<file path="src/rtl/hb_pkg.sv">
package hb_pkg;
  typedef enum logic [1:0] {
    OPND_REG        = 2'd0,
    OPND_EXMEM_ALU  = 2'd1,
    OPND_MEMWB_ALU  = 2'd2,
    OPND_MEMWB_LOAD = 2'd3
  } opndSel_e;

  typedef struct packed {
    logic holdFront;
    logic bubble;
  } strobes_t;
endpackage

</file>
<file path="src/rtl/hb_interlock.sv">
module hb_interlock
  import hb_pkg::*;
#(
  parameter int RB = 5
) (
  input  logic [RB-1:0] idRs,
  input  logic [RB-1:0] idRt,
  input  logic          idReadsRt,
  input  logic          idIsStore,
  input  logic [RB-1:0] idexRt,
  input  logic          idexIsLoad,
  input  logic          idexRegWrite,
  output strobes_t      ctl
);
  logic loadPending, rsHit, rtHit, stall;

  assign loadPending = idexIsLoad && idexRegWrite && (idexRt != '0);
  assign rsHit       = (idRs == idexRt);
  // a store's data operand is fed later from MEM/WB load data
  assign rtHit       = idReadsRt && !idIsStore && (idRt == idexRt);
  assign stall       = loadPending && (rsHit || rtHit);

  always_comb begin
    ctl.holdFront = stall;
    ctl.bubble    = stall;
  end

  always_comb begin
    if (ctl.bubble) begin
      assert_stall_needs_load_R9: assert (idexIsLoad && idexRegWrite)
        else $error("stall without a load in ID/EX");
    end
  end
endmodule

</file>
<file path="src/rtl/hb_bypass.sv">
module hb_bypass
  import hb_pkg::*;
#(
  parameter int RB = 5,
  localparam int NSRC = 2
) (
  input  logic [RB-1:0] exRs,
  input  logic [RB-1:0] exRt,
  input  logic [RB-1:0] exmemRt,
  input  logic [RB-1:0] exmemRd,
  input  logic          exmemUseRd,
  input  logic          exmemRegWrite,
  input  logic          exmemIsLoad,
  input  logic          exmemIsStore,
  input  logic [RB-1:0] memwbRt,
  input  logic [RB-1:0] memwbRd,
  input  logic          memwbUseRd,
  input  logic          memwbRegWrite,
  input  logic          memwbIsLoad,
  input  logic          idRegWrite,
  input  logic          idMemWrite,
  input  strobes_t      ctl,
  output logic [1:0]    selA,
  output logic [1:0]    selB,
  output logic          selStore,
  output logic          exRegWriteNext,
  output logic          exMemWriteNext
);
  logic [RB-1:0] exmemDest, memwbDest;
  logic          exmemLive, memwbLive;
  logic [RB-1:0] srcReg [NSRC];

  assign exmemDest = exmemUseRd ? exmemRd : exmemRt;
  assign memwbDest = memwbUseRd ? memwbRd : memwbRt;
  assign exmemLive = exmemRegWrite && !exmemIsLoad && (exmemDest != '0);
  assign memwbLive = memwbRegWrite && (memwbDest != '0);
  assign srcReg[0] = exRs;
  assign srcReg[1] = exRt;

  for (genvar g = 0; g < NSRC; g++) begin : gOpnd
    opndSel_e pick;
    always_comb begin
      if (exmemLive && (srcReg[g] == exmemDest))
        pick = OPND_EXMEM_ALU;
      else if (memwbLive && (srcReg[g] == memwbDest))
        pick = memwbIsLoad ? OPND_MEMWB_LOAD : OPND_MEMWB_ALU;
      else
        pick = OPND_REG;
    end
  end

  assign selA = gOpnd[0].pick;
  assign selB = gOpnd[1].pick;

  assign selStore = exmemIsStore && memwbRegWrite && memwbIsLoad &&
                    (memwbRt != '0) && (exmemRt == memwbRt);

  assign exRegWriteNext = idRegWrite && !ctl.bubble;
  assign exMemWriteNext = idMemWrite && !ctl.bubble;

  always_comb begin
    if (exmemIsLoad) begin
      assert_no_load_bypass_R7: assert (selA != 2'd1 && selB != 2'd1)
        else $error("load in EX/MEM used as ALU bypass");
    end
    if (selStore) begin
      assert_store_src_load_R8: assert (memwbIsLoad && exmemIsStore)
        else $error("store data select without load/store pair");
    end
  end
endmodule

</file>
<file path="src/rtl/hazard_bypass.sv">
module hazard_bypass
  import hb_pkg::*;
#(
  parameter int RB = 5
) (
  input  logic [RB-1:0] exRs,
  input  logic [RB-1:0] exRt,
  input  logic [RB-1:0] exmemRt,
  input  logic [RB-1:0] exmemRd,
  input  logic          exmemUseRd,
  input  logic          exmemRegWrite,
  input  logic          exmemIsLoad,
  input  logic          exmemIsStore,
  input  logic [RB-1:0] memwbRt,
  input  logic [RB-1:0] memwbRd,
  input  logic          memwbUseRd,
  input  logic          memwbRegWrite,
  input  logic          memwbIsLoad,
  input  logic [RB-1:0] idRs,
  input  logic [RB-1:0] idRt,
  input  logic          idReadsRt,
  input  logic          idIsStore,
  input  logic [RB-1:0] idexRt,
  input  logic          idexIsLoad,
  input  logic          idexRegWrite,
  input  logic          idRegWrite,
  input  logic          idMemWrite,
  output logic [1:0]    selA,
  output logic [1:0]    selB,
  output logic          selStore,
  output logic          holdFront,
  output logic          bubble,
  output logic          exRegWriteNext,
  output logic          exMemWriteNext
);
  strobes_t ctl;

  hb_interlock #(.RB(RB)) u_ctl (
    .idRs(idRs), .idRt(idRt), .idReadsRt(idReadsRt), .idIsStore(idIsStore),
    .idexRt(idexRt), .idexIsLoad(idexIsLoad), .idexRegWrite(idexRegWrite),
    .ctl(ctl)
  );

  hb_bypass #(.RB(RB)) u_dp (
    .exRs(exRs), .exRt(exRt),
    .exmemRt(exmemRt), .exmemRd(exmemRd), .exmemUseRd(exmemUseRd),
    .exmemRegWrite(exmemRegWrite), .exmemIsLoad(exmemIsLoad), .exmemIsStore(exmemIsStore),
    .memwbRt(memwbRt), .memwbRd(memwbRd), .memwbUseRd(memwbUseRd),
    .memwbRegWrite(memwbRegWrite), .memwbIsLoad(memwbIsLoad),
    .idRegWrite(idRegWrite), .idMemWrite(idMemWrite), .ctl(ctl),
    .selA(selA), .selB(selB), .selStore(selStore),
    .exRegWriteNext(exRegWriteNext), .exMemWriteNext(exMemWriteNext)
  );

  assign holdFront = ctl.holdFront;
  assign bubble    = ctl.bubble;

  always_comb begin
    if (bubble) begin
      assert_bubble_quiet_R11: assert (!exRegWriteNext && !exMemWriteNext)
        else $error("bubble carries a write enable");
    end
    if (exRs == '0) begin
      assert_zero_rs_R5: assert (selA == 2'd0)
        else $error("register 0 bypassed on operand A");
    end
    if (exRt == '0) begin
      assert_zero_rt_R5: assert (selB == 2'd0)
        else $error("register 0 bypassed on operand B");
    end
  end
endmodule

</file>
<file path="config.mk">
export PLATFORM = sky130hd
export DESIGN_NAME = hazard_bypass
export DESIGN_NICKNAME = d
export VERILOG_FILES = /design/src/rtl/hb_pkg.sv /design/src/rtl/hb_interlock.sv /design/src/rtl/hb_bypass.sv /design/src/rtl/hazard_bypass.sv
export SDC_FILE = /design/constraint.sdc
export NUM_CORES = 1
export LEC_CHECK = 0
export BUFFER_PORTS_ARGS = -buffer_cell sky130_fd_sc_hd__buf_2
export CORE_ASPECT_RATIO = 1.25
export CORE_MARGIN = 4
export CORE_UTILIZATION = 35
export DETAILED_ROUTE_END_ITERATION = 6
export GPL_ROUTABILITY_DRIVEN = 0
export PLACE_DENSITY = 0.89
export REMOVE_ABC_BUFFERS = 1
export SYNTH_ARGS = -nofsm -noshare
export SYNTH_HDL_FRONTEND = slang
export SYNTH_HIERARCHICAL = 1
export SYNTH_SLANG_ARGS = --single-unit
</file>
<file path="constraint.sdc">
create_clock -name vclk -period 1.65
set_clock_uncertainty 0.2 [all_clocks]
set_input_delay 0.33 -clock vclk [all_inputs]
set_output_delay 0.33 -clock vclk [all_outputs]
set_load 0.1 [all_outputs]
</file>
# Word-level counts from Yosys, hierarchy flattened
# Index checks and enable logic that the tools add are counted.
[word_totals]
reg_bits = 0
wordCells = 40
[classes]
n_eq_ne = 7
mux = 7
reduce_logical = 26
[op_table]
columns = ["operator", "n"]
rows = [
  ["$eq A5 B5 Y1", 7],
  ["$reduce_bool A5 Y1", 4],
  ["$logic_and A1 B1 Y1", 18],
  ["$mux W5", 2],
  ["$mux W2", 4],
  ["$logic_not A1 Y1", 3],
  ["$logic_or A1 B1 Y1", 1],
  ["$mux W1", 1],
]

# Depth between registers and ports, before layout
# Gate-level depths: netlist of the first run.
[logic_depth]
ltp_word = 7
ltp_mapped = 6
ltp_nobuf = 5

# By module
# The synthesis of the first run kept the hierarchy.
[by_module_without_submodules]
columns = ["mod", "instances", "cells_per_inst", "area_per_inst_um2", "seq_area_each_um2"]
rows = [
  ["hb_bypass", 1, 69, 560.5, 0.0],
  ["hb_interlock", 1, 19, 152.6, 0.0],
]

# Least setup slack after synthesis of the first run
# No wires, ideal clock.
[synth_path]
path_type = "input to output"
startpoint = "input port memwbRt[0]"
endpoint = "output port selStore"
arrival_time_ps = 5252
required_ps = 1120
path_slack_ps = -4132
stages = 3
path_cell_list = "xnor2_1 > nand3_1 > a2111oi_0"
[synth_between]
elab_chain_cells = 3
[synth_lines]
columns = ["element", "line_no", "text"]
rows = [
  ["start: declaration", "hazard_bypass.sv:14", "input logic [RB-1:0] memwbRt,"],
  ["$reduce_bool A5 Y1", "hb_bypass.sv:56", "(memwbRt != '0) && (exmemRt == memwbRt);"],
  ["$logic_and A1 B1 Y1", "hb_bypass.sv:55", "assign selStore = exmemIsStore && memwbRegWrite && memwbIsLoad &&"],
  ["$logic_and A1 B1 Y1 *", "hb_bypass.sv:56", ""],
  ["end: declaration", "hazard_bypass.sv:30", "output logic selStore,"],
]
# Every way passes the cells marked *; elsewhere a longest branch is shown, timed or not.

# Worst setup path in the final report of the first run
[layout_path]
startpoint = "input port exmemUseRd"
endpoint = "output port selA[1]"
[layout_between]
elab_chain_cells = 5
[layout_lines]
columns = ["element", "line_no", "text"]
rows = [
  ["start: declaration", "hazard_bypass.sv:10", "input logic exmemUseRd,"],
  ["$mux W5 *", "hb_bypass.sv:33", "assign exmemDest = exmemUseRd ? exmemRd : exmemRt;"],
  ["$reduce_bool A5 Y1", "hb_bypass.sv:35", "assign exmemLive = exmemRegWrite && !exmemIsLoad && (exmemDest != '0);"],
  ["$logic_and A1 B1 Y1", "hb_bypass.sv:35", ""],
  ["$logic_and A1 B1 Y1 *", "hb_bypass.sv:43", "if (exmemLive && (srcReg[g] == exmemDest))"],
  ["$mux W2 *", "hb_bypass.sv:43", ""],
  ["end: declaration", "hazard_bypass.sv:28", "output logic [1:0] selA,"],
]
# Marked as above.

==> results of run 1 <==
[kinds of logic after synthesis]
family,after synthesis,share of synthesized area (%)
XOR/XNOR,34,41.8
AND/OR/NAND/NOR,32,28.4
multiplexers,10,17.2
AO/OA/AOI/OAI,7,6.84
buffers and inverters,5,5.79
[final cells by class]
| type | count | area (sq um) | area share [%] |
|---|---|---|---|
| inverters | 1 | 3.75 | 0.218 |
| multi-input cells | 83 | 936 | 54.4 |
| well taps | 20 | 25.0 | 1.46 |
| repair buffers | 88 | 754 | 43.9 |
[metal layers]
metal	track usage, %	vias to the layer above	share of wire [%]
met5	0	-	0
met4	17.0	0	6.2
met3	4.81	20	7.8
met2	54.1	77	53
met1	22.9	486	32
li1	-	489	-
[what timing repair did]
| action | in CTS | in global routing |
|---|---|---|
| gates resized for setup | 61 | 13 |
| hold endpoints to repair | 0 | 0 |
| setup endpoints to repair | 9 | 9 |
| gates cloned | 1 | 0 |
| buffers inserted | 2 | 1 |
| pin swaps | 23 | 6 |
[power by group]
part | total (uW) | switching [uW] | internal, uW
logic | 495 | 246 | 250
clock network | 0 | 0 | 0
registers | 0 | 0 | 0
[synthesized netlist by cell type (all sizes together) (2+ instances only)]
library cell	count	area [sq um]
buf	4	37.5
mux2i	10	123
nand2	3	11.3
nand3	6	30.0
nand4	2	12.5
nor2b	2	12.5
nor3	7	40.0
nor3b	3	32.5
nor4	3	18.8
o21ai	2	10.0
or4	2	15.0
xnor2	18	158
xor2	16	140
[critical path, stage by stage]
cell and delay (ns):
buf_12 0.12, nor4_4 0.25, o22ai_1 0.12, and3b_1 0.21, nand4_1 0.18, nor3b_4 0.26, buf_12 0.20
[worst max path at each step]
stage / startpoint / end / slack (ns) / cells after the start
global placement: memwbUseRd / selB[1] / -0.57 / 7
finish: exmemUseRd / selA[1] / -0.56 / 7
CTS: idRt[2] / bubble / -0.49 / 7
floorplan: idexRt[4] / exMemWriteNext / -4.34 / 5
detailed placement: memwbUseRd / selA[0] / -0.68 / 7
global route: exmemRd[4] / selB[1] / -0.60 / 8
[through the flow]
stage          std cells  total power (uW)  hold slack, ns  TNS [ns]
2_1_floorplan         84               174           0.756    -22.67
3_3_place_gp         189               344           0.864     -4.71
3_5_place_dp         189               360           0.862     -5.13
4_1_cts              192               458           0.870     -4.06
5_1_grt              192               518           0.877     -4.80
6_report             192               495           0.869     -4.42
==> impl_summary.txt, run 1 <==
----------------------------------------------------
[Run status]
  Run status ... complete, but fails checks
  Failing checks ... negative setup slack

[Run]
  # Max-Cap Violations ... 0

[Timing]
  Remaining max-slew budget at the tightest pin ... 64.6%
  Setup repair after global routing missed its margin ... yes
  Minimum period implied by the final worst setup slack ... 2.21 ns
  Slew of the pin with the lowest slew margin ... 0.527 ns
  Max Clk Rate ... 453 MHz
  Final setup fails ... 9
  Number of failing hold endpoints at the final stage ... 0
  Final setup slack of the worst path ... -0.556 ns
  Part of the cycle the worst path needs ... 134%
  Total count of max-transition violations in the final report ... 0

[Detailed routing]
  Wire length after detailed routing ... 4080 um
  DR vias ... 1072
  Antenna violation net count after detailed routing ... 0
  Drt drc ... 0
  Routed len/inst ... 21.3 um
  Routed via count divided by cell count ... 5.58
  Drt first-iter violations ... 12
  Pre-Repair DR Iteration Count ... 4

[Global route]
  Total overflow reported by the global router ... 0
  Pin count of the biggest net entering global routing ... 7
  Number of antenna violations at the first check in global routing ... 0
  Total global routing track utilization ... 26.5%
  Vias in the first global route ... 1245
  Global-route wire length before repair ... 5840 um

[Worst setup path]
  Max Fanout on Critical Path ... 5
  Crit. End Element ... output port
  CP Data Arrival Time ... 1.68 ns
  Worst Setup Start Kind ... input pin
  Worst Path Class, Setup ... in2out
  Required time of the critical path ... 1.12 ns

[Die]
  Die Outline Area ... 2830 sq um
  Floorplan row count ... 18
  Io pins ... 67
  Initial core utilization ... 36.4%
  Width of the die ... 48.4 um
  Chip height ... 58.5 um
  Core Region ... 1960 sq um

[Logic synthesis]
  Mean cell area of the mapped netlist ... 8.10 sq um
  Number of distinct library cells after synthesis ... 27
  Cell area after synthesis ... 713 sq um
  Synth Instances ... 88
  Warning count from the yosys run ... 6
  Sequential-to-total area share from yosys stat ... 0%

[Finish]
  Filler instances ... 98
  Layout Area Growth over Synthesis ... 141%
  Layout cell share with drive strength beyond 1 ... 73.8%
  Diode insertion count for antenna repair ... 0
  Total of clock buffers placed in the layout ... 0
  Final sequential cell count ... 0
  Flip-flop and latch area ... 0 sq um
  Commonest cells after routing, fill and taps aside ... buf_2 (48), xnor2_1 (17), buf_4 (15)
  Share of the core filled with cells in the final layout ... 87.7%
  Summed area of non-filler cells in the final layout ... 1720 sq um
  Total number of nets in the final design ... 232
  Leading cell type in the layout, fill and taps excluded ... buf_2

[Placement]
  Input/output buffers ... 67
  Placed Area ... 1310 sq um
  Detailed Place HPWL ... 2610 um
  Worst setup slack after placement ... -0.678 ns

[Clock network]
  Count of hold-fix buffers inserted at cts ... 0

[Worst hold path]
  Kind of path behind the tightest hold check ... in2out
  Worst Min Path Start ... idMemWrite
  Cells on Worst Hold Path ... 3
  Endpoint of the worst hold-timing path ... exMemWriteNext

[Power]
  Pwr/cell area ... 288 nW/um^2
  Peak ir drop on the vdd network ... 0.199 mV
  Leak pwr ... 0.000710 uW

----------------------------------------------------
Power figures use the tool's default switching activity.
==> run 2, diff against run 1 <==
--- a/config.mk
+++ b/config.mk
@@ -5,13 +5,14 @@
 export SDC_FILE = /design/constraint.sdc
 export NUM_CORES = 1
 export LEC_CHECK = 0
+export ABC_AREA = 1
 export BUFFER_PORTS_ARGS = -buffer_cell sky130_fd_sc_hd__buf_2
 export CORE_ASPECT_RATIO = 1.25
 export CORE_MARGIN = 4
-export CORE_UTILIZATION = 35
+export CORE_UTILIZATION = 41
 export DETAILED_ROUTE_END_ITERATION = 6
 export GPL_ROUTABILITY_DRIVEN = 0
-export PLACE_DENSITY = 0.89
+export PLACE_DENSITY = 0.9
 export REMOVE_ABC_BUFFERS = 1
 export SYNTH_ARGS = -nofsm -noshare
 export SYNTH_HDL_FRONTEND = slang
==> run 2 against run 1 <==
- the flow finishes with violations (design-rule violations, negative setup slack)
- synthesized cell count increased to 2.7 times the previous value
- highest routed layer unchanged
- cell area increased by 14%
- power increased by 2.6%
- synthesized area increased by 44%
- via count increased by 69%
- routed wire length increased by 17%
- largest cell class unchanged
- critical endpoint unchanged
- core utilization decreased by 6.4 points
- first-iteration DRC count increased to 6.3 times the previous value
- maximum frequency increased by 3.9%
- sequential cell count unchanged
- hold slack got worse by 0.054 ns
==> impl_summary.txt, run 2 <==
----------------------------------------------------
[Finish]
  Leading cell type in the layout, fill and taps excluded ... nand2_1
  Total number of nets in the final design ... 383 (+65%)
  Filler instances ... 148 (+51%)
  Commonest cells after routing, fill and taps aside ... nand2_1 (84), buf_2 (44), inv_1 (37)
  Layout Area Growth over Synthesis ... 90.8%
  Diode insertion count for antenna repair ... 0 (unchanged)
  Final sequential cell count ... 0 (unchanged)
  Summed area of non-filler cells in the final layout ... 1950 sq um (+14%)
  Layout cell share with drive strength beyond 1 ... 44.6% (-29 points)
  Flip-flop and latch area ... 0 sq um (unchanged)
  Total of clock buffers placed in the layout ... 0 (unchanged)
  Cell Count, Final, Fillers Out ... 356 (+85%)

[Worst setup path]
  Worst Setup Start Kind ... input pin
  Worst Path Class, Setup ... in2out
  Worst setup path start ... exmemRd[0]
  Crit. End Element ... output port
  Max Fanout on Critical Path ... 3 (-2)
  End point of the critical path ... selA[1]
  CP Data Arrival Time ... 1.59 ns (-0.09 ns)
  Required time of the critical path ... 1.12 ns (about the same)

[Die]
  Width of the die ... 52.7 um (+8.9%)
  Io pins ... 67 (unchanged)
  Core Region ... 2400 sq um (+23%)
  Floorplan row count ... 20 (+2)
  Die Outline Area ... 3360 sq um (+19%)
  Chip height ... 63.9 um (+9.2%)
  Initial core utilization ... 42.6% (+6.2 points)

[Global route]
  Global-route wire length before repair ... 6930 um (+19%)
  Vias in the first global route ... 1784 (+43%)
  Pin count of the biggest net entering global routing ... 10 (+3)
  Total global routing track utilization ... 26.2% (-0.36 points)
  Total overflow reported by the global router ... 0 (unchanged)
  Number of antenna violations at the first check in global routing ... 0 (unchanged)

[Detailed routing]
  Routed len/inst ... 13.4 um (-37%)
  Drt first-iter violations ... 76 (+64)
  Wire length after detailed routing ... 4780 um (+17%)
  Drt drc ... 1 (+1)
  DR vias ... 1817 (+69%)
  Antenna violation net count after detailed routing ... 0 (unchanged)
  Routed via count divided by cell count ... 5.10 (-8.6%)
  Pre-Repair DR Iteration Count ... 6 (+2)

[Power]
  Peak ir drop on the vdd network ... 0.182 mV (-8.5%)
  Pwr/cell area ... 260 nW/um^2 (-9.7%)
  Power after layout ... 509 uW (+2.6%)
  Leak pwr ... 0.00117 uW (+64%)

[Clock network]
  Count of hold-fix buffers inserted at cts ... 0 (unchanged)

[Timing]
  Final setup fails ... 9 (unchanged)
  Worst slack on hold paths ... 0.815 ns (-0.0536 ns)
  Slew of the pin with the lowest slew margin ... 0.338 ns (-0.189 ns)
  Setup repair after global routing missed its margin ... yes
  Remaining max-slew budget at the tightest pin ... 77.3% (+13 points)
  Max Clk Rate ... 471 MHz (+3.9%)
  Part of the cycle the worst path needs ... 129% (-5.0 points)
  Number of failing hold endpoints at the final stage ... 0 (unchanged)
  Minimum period implied by the final worst setup slack ... 2.12 ns (-0.0821 ns)
  Final setup slack of the worst path ... -0.474 ns (+0.0821 ns)
  Total count of max-transition violations in the final report ... 0 (unchanged)

[Logic synthesis]
  Synth Instances ... 234 (+170%)
  Cell types with the largest area share after synthesis ... nand2_1 (35%), nand3_1 (18%), inv_1 (17%)
  Share of Yosys cell area claimed by the top area cell type ... 34.8% (+13 points)
  Sequential-to-total area share from yosys stat ... 0% (unchanged)
  Cell area after synthesis ... 1020 sq um (+44%)
  Cell type with the largest total area after synthesis ... nand2_1
  Commonest cells in the synthesized netlist ... nand2_1 (95), inv_1 (47), nand3_1 (37), nor2_1 (23), nand4_1 (4)
  Most common cell in the netlist ... nand2_1
  Warning count from the yosys run ... 6 (unchanged)
  Number of distinct library cells after synthesis ... 20 (-26%)
  Mean cell area of the mapped netlist ... 4.37 sq um (-46%)

[Worst hold path]
  Kind of path behind the tightest hold check ... in2out
  Cells on Worst Hold Path ... 4 (+1)

[Placement]
  Instance count after placement with tap cells included ... 354 (+87%)
  Detailed Place HPWL ... 3410 um (+31%)
  Input/output buffers ... 67 (unchanged)
  Worst setup slack after placement ... -0.484 ns (+0.194 ns)
  Placed Area ... 1680 sq um (+28%)

[Run]
  # Max-Cap Violations ... 0 (unchanged)

[Run status]
  Failing checks ... design-rule violations, negative setup slack
  Run status ... complete, but fails checks

----------------------------------------------------
-- run 2: worst min-delay path by stage --
stage	start	endpoint	slack (ns)
2_1_floorplan	idMemWrite	exMemWriteNext	0.83
3_5_place_dp	idRegWrite	exRegWriteNext	0.82
3_3_place_gp	idMemWrite	exMemWriteNext	0.81
6_report	idRegWrite	exRegWriteNext	0.82
5_1_grt	idRegWrite	exRegWriteNext	0.83
4_1_cts	idRegWrite	exRegWriteNext	0.82
-- run 2: layout make-up --
class / count / area [sq um] / share of cell area [%]
multi-input combinational: 180 / 927 / 47.5
tap: 33 / 41.3 / 2.11
timing repair buffer: 93 / 783 / 40.1
inverter: 50 / 201 / 10.3
-- run 2: power breakdown --
part           internal [uW]  switching, uW  leakage (uW)  total, uW
logic                    223            286       0.00117        509
clock network              0              0             0          0
registers                  0              0             0          0
total                    223            286       0.00117        509
-- run 2: kinds of logic (layout without fill, tap and decap cells) --
family / after synthesis / count (layout) / synth area share [%]
AO/OA/AOI/OAI: 14 / 14 / 8.80
XOR/XNOR: 3 / 3 / 2.57
buffers and inverters: 54 / 143 / 22.5
AND/OR/NAND/NOR: 163 / 163 / 66.1
-- run 2: per-layer routing --
metal,wire [um],GRT usage [%]
met1,1550,24.1
met2,2490,50.6
met3,481,5.13
met4,255,14.1
met5,0,0
-- run 2: through the flow --
step | TNS (ns) | utilization (%)
final | -2.70 | 81.3
after global routing | -3.50 | 81.3
after CTS | -2.60 | 75.1
after detailed placement | -2.94 | 69.8
after global placement | -2.63 | 69.8
after floorplan | -11.29 | -
-- run 2: critical path, stage by stage --
cell and delay, ns:
buf_2 0.09, inv_1 0.09, nand2_2 0.05, o21ai_1 0.19, nand2_1 0.14, nand2_1 0.12, nor2_1 0.05, nand2_1 0.08
nor2_1 0.07, nor2_2 0.17, buf_12 0.19
-- run 2: repair_timing --
action,CTS,global route
pin swaps,19,21
gates resized for setup,39,40
setup endpoints to repair,9,9
hold endpoints to repair,0,0
buffers inserted,2,1
